===== config.mk =====
export PLATFORM = sky130hd
export DESIGN_NAME = trace_port_unit
export DESIGN_NICKNAME = d
export VERILOG_FILES = /design/src/rtl/trace_pkg.sv /design/src/rtl/trace_event_encoder.sv /design/src/rtl/trace_phase_fsm.sv /design/src/rtl/trace_pair_merge.sv /design/src/rtl/trace_port_unit.sv
export SDC_FILE = /design/constraint.sdc
export NUM_CORES = 1
export LEC_CHECK = 0
export BUFFER_PORTS_ARGS = -buffer_cell sky130_fd_sc_hd__buf_2
export CORE_MARGIN = 2
export CORE_UTILIZATION = 52
export DETAILED_ROUTE_END_ITERATION = 8
export GPL_TIMING_DRIVEN = 0
export MAX_ROUTING_LAYER = met4
export PLACE_DENSITY = 0.77
export SYNTH_ARGS = -nofsm -noshare
export SYNTH_HDL_FRONTEND = slang
export SYNTH_SLANG_ARGS = --single-unit

===== constraint.sdc =====
create_clock -name clk -period 2.7 [get_ports clk]
set_input_delay 0.54 -clock clk [delete_from_list [all_inputs] [get_ports clk]]
set_output_delay 0.54 -clock clk [all_outputs]
set_load 0.05 [all_outputs]

===== src/rtl/trace_pkg.sv =====
package trace_pkg;

    localparam int KIND_W = 3;
    localparam int STAT_W = 3;

    typedef enum logic [KIND_W-1:0] {
        K_NONE   = 3'd0,
        K_SEQ    = 3'd1,
        K_BRANCH = 3'd2,
        K_TRAP   = 3'd3,
        K_LOAD   = 3'd4,
        K_STORE  = 3'd5
    } ev_kind_e;

    typedef enum logic [STAT_W-1:0] {
        S_IDLE   = 3'd0,
        S_SEQ    = 3'd1,
        S_BRANCH = 3'd2,
        S_TRAP   = 3'd3,
        S_LOAD   = 3'd4,
        S_STORE  = 3'd5,
        S_LOAD_A = 3'd6,
        S_STORE_A= 3'd7
    } stat_e;

    // Priority class of a report inside one half-rate port cycle
    typedef enum logic [1:0] {
        RK_NONE = 2'd0,
        RK_SEQ  = 2'd1,
        RK_MEM  = 2'd2,
        RK_JUMP = 2'd3
    } rank_e;

    typedef struct packed {
        logic  req;
        logic  rw;
        logic  id;
        logic  alloc;
        stat_e stat;
        rank_e rank;
    } rpt_t;

    typedef enum logic [1:0] {
        PH_OFF       = 2'd0,
        PH_FULL      = 2'd1,
        PH_HALF_EVEN = 2'd2,
        PH_HALF_ODD  = 2'd3
    } phase_e;

endpackage


===== src/rtl/trace_event_encoder.sv =====
module trace_event_encoder
    import trace_pkg::*;
#(
    parameter int AW = 32
) (
    input  logic [KIND_W-1:0] kind,
    input  logic [AW-1:0]     addr,
    input  logic              alloc,
    output rpt_t              rpt,
    output logic [AW-1:0]     rpt_addr
);

    always_comb begin
        rpt      = '0;
        rpt_addr = '0;
        case (kind)
            K_SEQ: begin
                rpt.stat = S_SEQ;
                rpt.rank = RK_SEQ;
            end
            K_BRANCH, K_TRAP: begin
                rpt.req  = 1'b1;
                rpt.rw   = 1'b1;
                rpt.id   = 1'b1;
                rpt.stat = (kind == K_TRAP) ? S_TRAP : S_BRANCH;
                rpt.rank = RK_JUMP;
                rpt_addr = addr;
            end
            K_LOAD: begin
                rpt.req   = 1'b1;
                rpt.rw    = 1'b1;
                rpt.alloc = alloc;
                rpt.stat  = alloc ? S_LOAD_A : S_LOAD;
                rpt.rank  = RK_MEM;
                rpt_addr  = addr;
            end
            K_STORE: begin
                rpt.req   = 1'b1;
                rpt.alloc = alloc;
                rpt.stat  = alloc ? S_STORE_A : S_STORE;
                rpt.rank  = RK_MEM;
                rpt_addr  = addr;
            end
            default: begin
                rpt.stat = S_IDLE;
                rpt.rank = RK_NONE;
            end
        endcase
    end

endmodule


===== src/rtl/trace_phase_fsm.sv =====
module trace_phase_fsm
    import trace_pkg::*;
(
    input  logic clk,
    input  logic rst_n,
    input  logic trace_en,
    input  logic half_rate,
    output logic act_off,
    output logic act_full,
    output logic act_capture,
    output logic act_commit
);

    phase_e state_q, state_d;

    // state register
    always_ff @(posedge clk or negedge rst_n) begin
        if (!rst_n) state_q <= PH_OFF;
        else        state_q <= state_d;
    end

    // next state
    always_comb begin
        state_d = state_q;
        if (!trace_en)       state_d = PH_OFF;
        else if (!half_rate) state_d = PH_FULL;
        else begin
            unique case (state_q)
                PH_OFF, PH_FULL, PH_HALF_EVEN: state_d = PH_HALF_ODD;
                PH_HALF_ODD:                   state_d = PH_HALF_EVEN;
                default:                       state_d = PH_OFF;
            endcase
        end
    end

    // action outputs
    always_comb begin
        act_off     = 1'b0;
        act_full    = 1'b0;
        act_capture = 1'b0;
        act_commit  = 1'b0;
        if (!trace_en)       act_off  = 1'b1;
        else if (!half_rate) act_full = 1'b1;
        else begin
            unique case (state_q)
                PH_HALF_ODD: act_commit  = 1'b1;
                default:     act_capture = 1'b1;
            endcase
        end
    end

    p_phase_alt_r8: assert property (@(posedge clk) disable iff (!rst_n)
        (trace_en && half_rate && state_q == PH_HALF_ODD) |=> state_q == PH_HALF_EVEN);

    p_phase_enter_r8: assert property (@(posedge clk) disable iff (!rst_n)
        act_capture |=> state_q == PH_HALF_ODD);

    p_off_state_r7: assert property (@(posedge clk) disable iff (!rst_n)
        !trace_en |=> state_q == PH_OFF);

    p_one_action_r8: assert property (@(posedge clk) disable iff (!rst_n)
        $countones({act_off, act_full, act_capture, act_commit}) == 1);

endmodule


===== src/rtl/trace_pair_merge.sv =====
module trace_pair_merge
    import trace_pkg::*;
#(
    parameter int AW = 32
) (
    input  logic          clk,
    input  logic          rst_n,
    input  logic          capture,
    input  rpt_t          cur_rpt,
    input  logic [AW-1:0] cur_addr,
    output rpt_t          sel_rpt,
    output logic [AW-1:0] sel_addr
);

    rpt_t          held_rpt;
    logic [AW-1:0] held_addr;

    always_ff @(posedge clk or negedge rst_n) begin
        if (!rst_n) begin
            held_rpt  <= '0;
            held_addr <= '0;
        end else if (capture) begin
            held_rpt  <= cur_rpt;
            held_addr <= cur_addr;
        end
    end

    // Later event wins ties; higher class always wins.
    always_comb begin
        if (cur_rpt.rank >= held_rpt.rank) begin
            sel_rpt  = cur_rpt;
            sel_addr = cur_addr;
        end else begin
            sel_rpt  = held_rpt;
            sel_addr = held_addr;
        end
    end

    p_held_stable_r8: assert property (@(posedge clk) disable iff (!rst_n)
        !capture |=> $stable(held_rpt) && $stable(held_addr));

endmodule


===== src/rtl/trace_port_unit.sv =====
module trace_port_unit
    import trace_pkg::*;
#(
    parameter int AW = 32
) (
    input  logic              clk,
    input  logic              rst_n,
    input  logic              trace_en,
    input  logic              half_rate,
    input  logic [KIND_W-1:0] ev_kind,
    input  logic [AW-1:0]     ev_addr,
    input  logic              ev_alloc,
    input  logic              mem_req,
    input  logic [AW-1:0]     mem_addr,
    input  logic              mem_rw,
    input  logic              mem_id,
    output logic [AW-1:0]     pa_addr,
    output logic              pa_req,
    output logic              pa_rw,
    output logic              pa_id,
    output logic              pa_alloc,
    output logic [STAT_W-1:0] pa_stat
);

    rpt_t          enc_rpt, mrg_rpt, src_rpt;
    logic [AW-1:0] enc_addr, mrg_addr, src_addr;
    logic          act_off, act_full, act_capture, act_commit;

    logic [AW-1:0]     nxt_addr;
    logic              nxt_req, nxt_rw, nxt_id, nxt_alloc;
    logic [STAT_W-1:0] nxt_stat;

    trace_event_encoder #(.AW(AW)) enc_i (
        .kind     (ev_kind),
        .addr     (ev_addr),
        .alloc    (ev_alloc),
        .rpt      (enc_rpt),
        .rpt_addr (enc_addr)
    );

    trace_phase_fsm fsm_i (
        .clk         (clk),
        .rst_n       (rst_n),
        .trace_en    (trace_en),
        .half_rate   (half_rate),
        .act_off     (act_off),
        .act_full    (act_full),
        .act_capture (act_capture),
        .act_commit  (act_commit)
    );

    trace_pair_merge #(.AW(AW)) mrg_i (
        .clk      (clk),
        .rst_n    (rst_n),
        .capture  (act_capture),
        .cur_rpt  (enc_rpt),
        .cur_addr (enc_addr),
        .sel_rpt  (mrg_rpt),
        .sel_addr (mrg_addr)
    );

    always_comb begin
        src_rpt  = act_full ? enc_rpt  : mrg_rpt;
        src_addr = act_full ? enc_addr : mrg_addr;
        if (!act_off && src_rpt.req) begin
            nxt_addr  = src_addr;
            nxt_req   = 1'b1;
            nxt_rw    = src_rpt.rw;
            nxt_id    = src_rpt.id;
            nxt_alloc = src_rpt.alloc;
            nxt_stat  = src_rpt.stat;
        end else begin
            nxt_addr  = mem_addr;
            nxt_req   = mem_req;
            nxt_rw    = mem_rw;
            nxt_id    = mem_id;
            nxt_alloc = 1'b0;
            nxt_stat  = act_off ? S_IDLE : src_rpt.stat;
        end
    end

    always_ff @(posedge clk or negedge rst_n) begin
        if (!rst_n) begin
            pa_addr  <= '0;
            pa_req   <= 1'b0;
            pa_rw    <= 1'b0;
            pa_id    <= 1'b0;
            pa_alloc <= 1'b0;
            pa_stat  <= '0;
        end else if (!act_capture) begin
            pa_addr  <= nxt_addr;
            pa_req   <= nxt_req;
            pa_rw    <= nxt_rw;
            pa_id    <= nxt_id;
            pa_alloc <= nxt_alloc;
            pa_stat  <= nxt_stat;
        end
    end

    p_jump_full_r2: assert property (@(posedge clk) disable iff (!rst_n)
        (trace_en && !half_rate && (ev_kind == K_BRANCH || ev_kind == K_TRAP))
        |=> pa_req && pa_rw && pa_id && pa_addr == $past(ev_addr));

    p_seq_pass_r3: assert property (@(posedge clk) disable iff (!rst_n)
        (trace_en && !half_rate && ev_kind == K_SEQ)
        |=> pa_stat == S_SEQ && pa_addr == $past(mem_addr) && pa_req == $past(mem_req));

    p_store_r4: assert property (@(posedge clk) disable iff (!rst_n)
        (trace_en && !half_rate && ev_kind == K_STORE)
        |=> pa_req && !pa_rw && !pa_id && pa_stat[2] && pa_stat[0]);

    p_alloc_r5: assert property (@(posedge clk) disable iff (!rst_n)
        (trace_en && !half_rate && (ev_kind == K_LOAD || ev_kind == K_STORE) && ev_alloc)
        |=> pa_alloc && pa_stat[2] && pa_stat[1]);

    p_off_r7: assert property (@(posedge clk) disable iff (!rst_n)
        !trace_en |=> pa_stat == S_IDLE && !pa_alloc && pa_req == $past(mem_req)
                      && pa_addr == $past(mem_addr));

    p_hold_r8: assert property (@(posedge clk) disable iff (!rst_n)
        act_capture |=> $stable(pa_addr) && $stable(pa_stat) && $stable(pa_req));

    p_mem_loses_r10: assert property (@(posedge clk) disable iff (!rst_n)
        (act_commit && (ev_kind == K_LOAD || ev_kind == K_STORE))
        |=> pa_stat[2] || pa_stat[1]);

endmodule


==> flow_metrics.py <==
metrics = {
    "route": {
        "drt_first_pass_iters": 5,
        "drc_errors": 0,
        "drtIter0Drc": 220,
        "wirelength_um": 10900,
        "wire_per_inst_um": 16.0,
        "ant_nets": 0,
        "vias": 3830,
        "vias_per_cell": 5.60,
    },
    "global_route": {
        "grtUsageTotal_pct": 28.1,
        "first_global_vias": 3870,
        "grt_start_max_net_pins": 51,
        "grt_pass1_wl_um": 18200,
        "gr-total-overflow": 0,
        "antenna_found_initial": 0,
    },
    "placement": {
        "dp_worst_setup_slack_ns": -0.627,
        "dp_hpwl_um": 7880,
        "portBuffers": 113,
        "finalWeightedCongestion": 0.853,
    },
    "critical_path": {
        "arrival_ns": 2.87,
        "crit_path_max_incr_delay_ns": 0.38,
        "path_depth": 10,
        "critPathMostFrequentCell": "buf_4",
        "timing.rr.end": "pa_addr[3]$_DFFE_PN0N_",
        "slowest_stage": "mux2_4",
        "end_kind": "register",
        "crit_end": "pa_addr[3]$_DFFE_PN0N_",
        "r2r_cells": 7,
        "regToRegStartpoint": "mrg_i.held_rpt[0]$_DFFE_PN0P_",
        "critical_path_class": "primary input to register",
        "crit_start": "ev_kind[1]",
        "crit_buf_inv": 4,
        "path_cells": "buf_2, xor2_4, buf_6, buf_4, ha_1, a211oi_4, mux2_4, buf_4, a311oi_1, o31ai_1",
        "cp-start-kind": "primary input",
        "crit_family": "compound AO/OA/AOI/OAI gates",
        "cp_max_fo": 10,
        "crit_required_ns": 2.92,
        "reg2reg_setup_slack_ns": 0.41,
    },
    "synthesis": {
        "muxShareOfSynthArea_pct": 1.44,
        "synth_nets": 526,
        "yosys_register_bits": 82,
        "yosysSeqAreaShare_pct": 51.2,
        "yosys_warnings": 0,
        "synth_compound_area_share_pct": 21.3,
        "synthCells": 449,
        "synth-simple-area-share_pct": 17.3,
        "synth-xor-area-share_pct": 0.406,
        "synth-adder-area-share_pct": 0.624,
        "synth_cell_type_count": 35,
        "synth.area.top_cells": "dfrtp_1, a311oi_1, nor2_1, o31ai_1, o21ai_1",
        "yosysTopAreaCellShare_pct": 51.2,
        "synth_area_sq_mm": 0.00401,
        "synth_top_family_by_area": "compound AO/OA/AOI/OAI gates",
        "synth_top_area_cell": "dfrtp_1",
        "syn_avg_cell_area_sq_um": 8.93,
    },
    "floorplan": {
        "die_h_um": 91.8,
        "pin_count": 114,
        "start_util_pct": 52.7,
        "fp.dieW_um": 91.8,
        "rows": 32,
        "die-area_sq_mm": 0.00843,
        "core_sq_mm": 0.00761,
    },
    "clock_network": {
        "cts.clk_slew.worst_paths_ns": 0.08,
        "cts_tree": "done",
        "holdBufCountCts": 0,
        "numCtsBuffers": 9,
        "clock_tree.buffer_depth": 2,
        "clk_latency_ns": 0.35,
        "clock_sinks": 82,
        "htree_levels": 3,
        "cts-root-buf": "clkbuf_8",
    },
    "finish": {
        "area.sequential_sq_mm": 0.00205,
        "final_nets": 655,
        "diodes": 0,
        "num-fill-cells": 660,
        "multiInputGateArea_sq_mm": 0.00172,
        "area_growth_syn_to_layout_pct": 25.9,
        "drive_above_1_share_pct": 29.6,
    },
    "pwr": {
        "p_total_w": 0.00371,
        "peakVddDrop_mv": 0.404,
        "powerDensity_mw_per_mm2": 735,
        "power_leakage_nw": 2.32,
    },
    "sta": {
        "max_freq_mhz": 377,
        "tightestPinTransition_ns": 0.592,
        "setup-tns-final_ns": 0,
        "min_period_over_period_pct": 98.1,
        "fin_ws_ns": 0.0502,
        "maxSlewViolCount": 0,
        "fin_hold_ws_ns": 0.135,
        "skew_ns": 0.00790,
        "timing.slew.headroom_pct": 60.6,
        "finalCriticalPeriod_ns": 2.65,
        "setup_violations": 0,
        "hold_violations": 0,
        "rsz0062_at_grt": "yes",
    },
    "run": {
        "drv_cap": 0,
    },
    "hold_path": {
        "hold_class": "primary input to async pin",
    },
    "outcome": {
        "status": "finished, final reports clean",
    },
}
[per-layer routing]
layer  global-route usage (%)  wire length [um]
met1                     36.5              4750
met2                     45.4              5310
met4                     10.9               280
met5                        -                 0
met3                     3.62               590
[registers in the layout, indices dropped and copies added (netlist names)]
name and flops:
pa_req 1, pa_rw 1, fsm_i.state_q 2, pa_id 1, pa_addr 32, mrg_i.held_rpt 9, mrg_i.held_addr 32, pa_stat 3
pa_alloc 1
[cell families (layout without fill, tap and decap cells)]
group                    count (synthesis)  count (layout)
AO/OA/AOI/OAI                          122             122
XOR/XNOR                                 1               1
adder cells (fa/ha/maj)                  2               2
buffers and inverters                   73             206
flip-flops                              82              82
multiplexers                             4               4
AND/OR/NAND/NOR                        165             165
[timing repair]
action                     in CTS  in global routing
gates resized for setup         6                 22
pin swaps                       2                  1
setup endpoints to repair      34                 31
setup buffers                   1                  3
[cells in the final DEF, fill, tap and decap left out, drive strengths merged, types with 2 or more instances in the layout]
cell type | synthesis | layout
dfrtp | 82 | 82
clkbuf | 18 | 33
a311oi | 31 | 31
nand2 | 51 | 51
a31oi | 4 | 4
ha | 2 | 2
and2 | 2 | 2
nor2 | 70 | 70
o21ai | 42 | 42
inv | 35 | 35
nand3 | 34 | 34
buf | 20 | 136
o21a | 2 | 2
o31ai | 32 | 32
mux2i | 3 | 3
nand2b | 2 | 2
clkinv | 0 | 2
nor3 | 2 | 2
a21oi | 3 | 3
o211ai | 3 | 3
[metrics by stage]
| step | std cells | cell area (sq um) | util, % |
|---|---|---|---|
| after floorplan | 449 | 4010 | - |
| after global placement | 664 | 4700 | 61.8 |
| after detailed placement | 665 | 4730 | 62.2 |
| after CTS | 681 | 4960 | 65.2 |
| after global routing | 684 | 5050 | 66.3 |
| final | 684 | 5050 | 66.3 |
[worst min path at each step]
stage	start	to	cells after the start
floorplan	rst_n	fsm_i.state_q[0]$_DFF_PN0_	0
CTS	rst_n	pa_req$_DFFE_PN0N_	1
global placement	mrg_i.held_addr[30]$_DFFE_PN0P_	mrg_i.held_addr[30]$_DFFE_PN0P_	2
global route	rst_n	pa_req$_DFFE_PN0N_	1
finish	rst_n	pa_req$_DFFE_PN0N_	1
detailed placement	mrg_i.held_addr[30]$_DFFE_PN0P_	mrg_i.held_addr[30]$_DFFE_PN0P_	2
[Yosys cell counts (all sizes together)]
master and count:
dfrtp 82, nor2 70, nand2 51, o21ai 42
inv 35, nand3 34, o31ai 32, a311oi 31
buf 20, clkbuf 18, a31oi 4, a21oi 3
mux2i 3, o211ai 3, and2 2, ha 2
nand2b 2, nor3 2, o21a 2, a211oi 1
a21boi 1, a221o 1, a22oi 1, mux2 1
nand3b 1, nor2b 1, o21bai 1, or2b 1
or3b 1, xor2 1
[area by class of cell]
class | instances | area share [%]
Buffer | 38 | 4.07
Clock buffer | 13 | 3.54
Clock inverter | 2 | 0.198
Inverter | 35 | 2.60
Multi-Input combinational cell | 294 | 34.0
Sequential cell | 82 | 40.7
Tap cell | 102 | 2.53
Timing Repair Buffer | 118 | 12.4
[power breakdown]
| group | total (W) | switching [W] | internal, W | leakage [nW] |
|---|---|---|---|---|
| registers | 0.00151 | 0.0000830 | 0.00143 | 1.02 |
| logic | 0.00135 | 0.000954 | 0.000396 | 1.20 |
| clock network | 0.000851 | 0.000423 | 0.000427 | 0.101 |
[worst reg2reg max path, stage by stage, from the launching register on]
cell and delay [ns]:
dfrtp_1 0.38, ha_1 0.26, nand2b_1 0.19, a211oi_4 0.36, mux2_4 0.38, buf_4 0.16
a311oi_1 0.31, o31ai_1 0.10
Note: power is estimated with default switching activity, not from simulation.
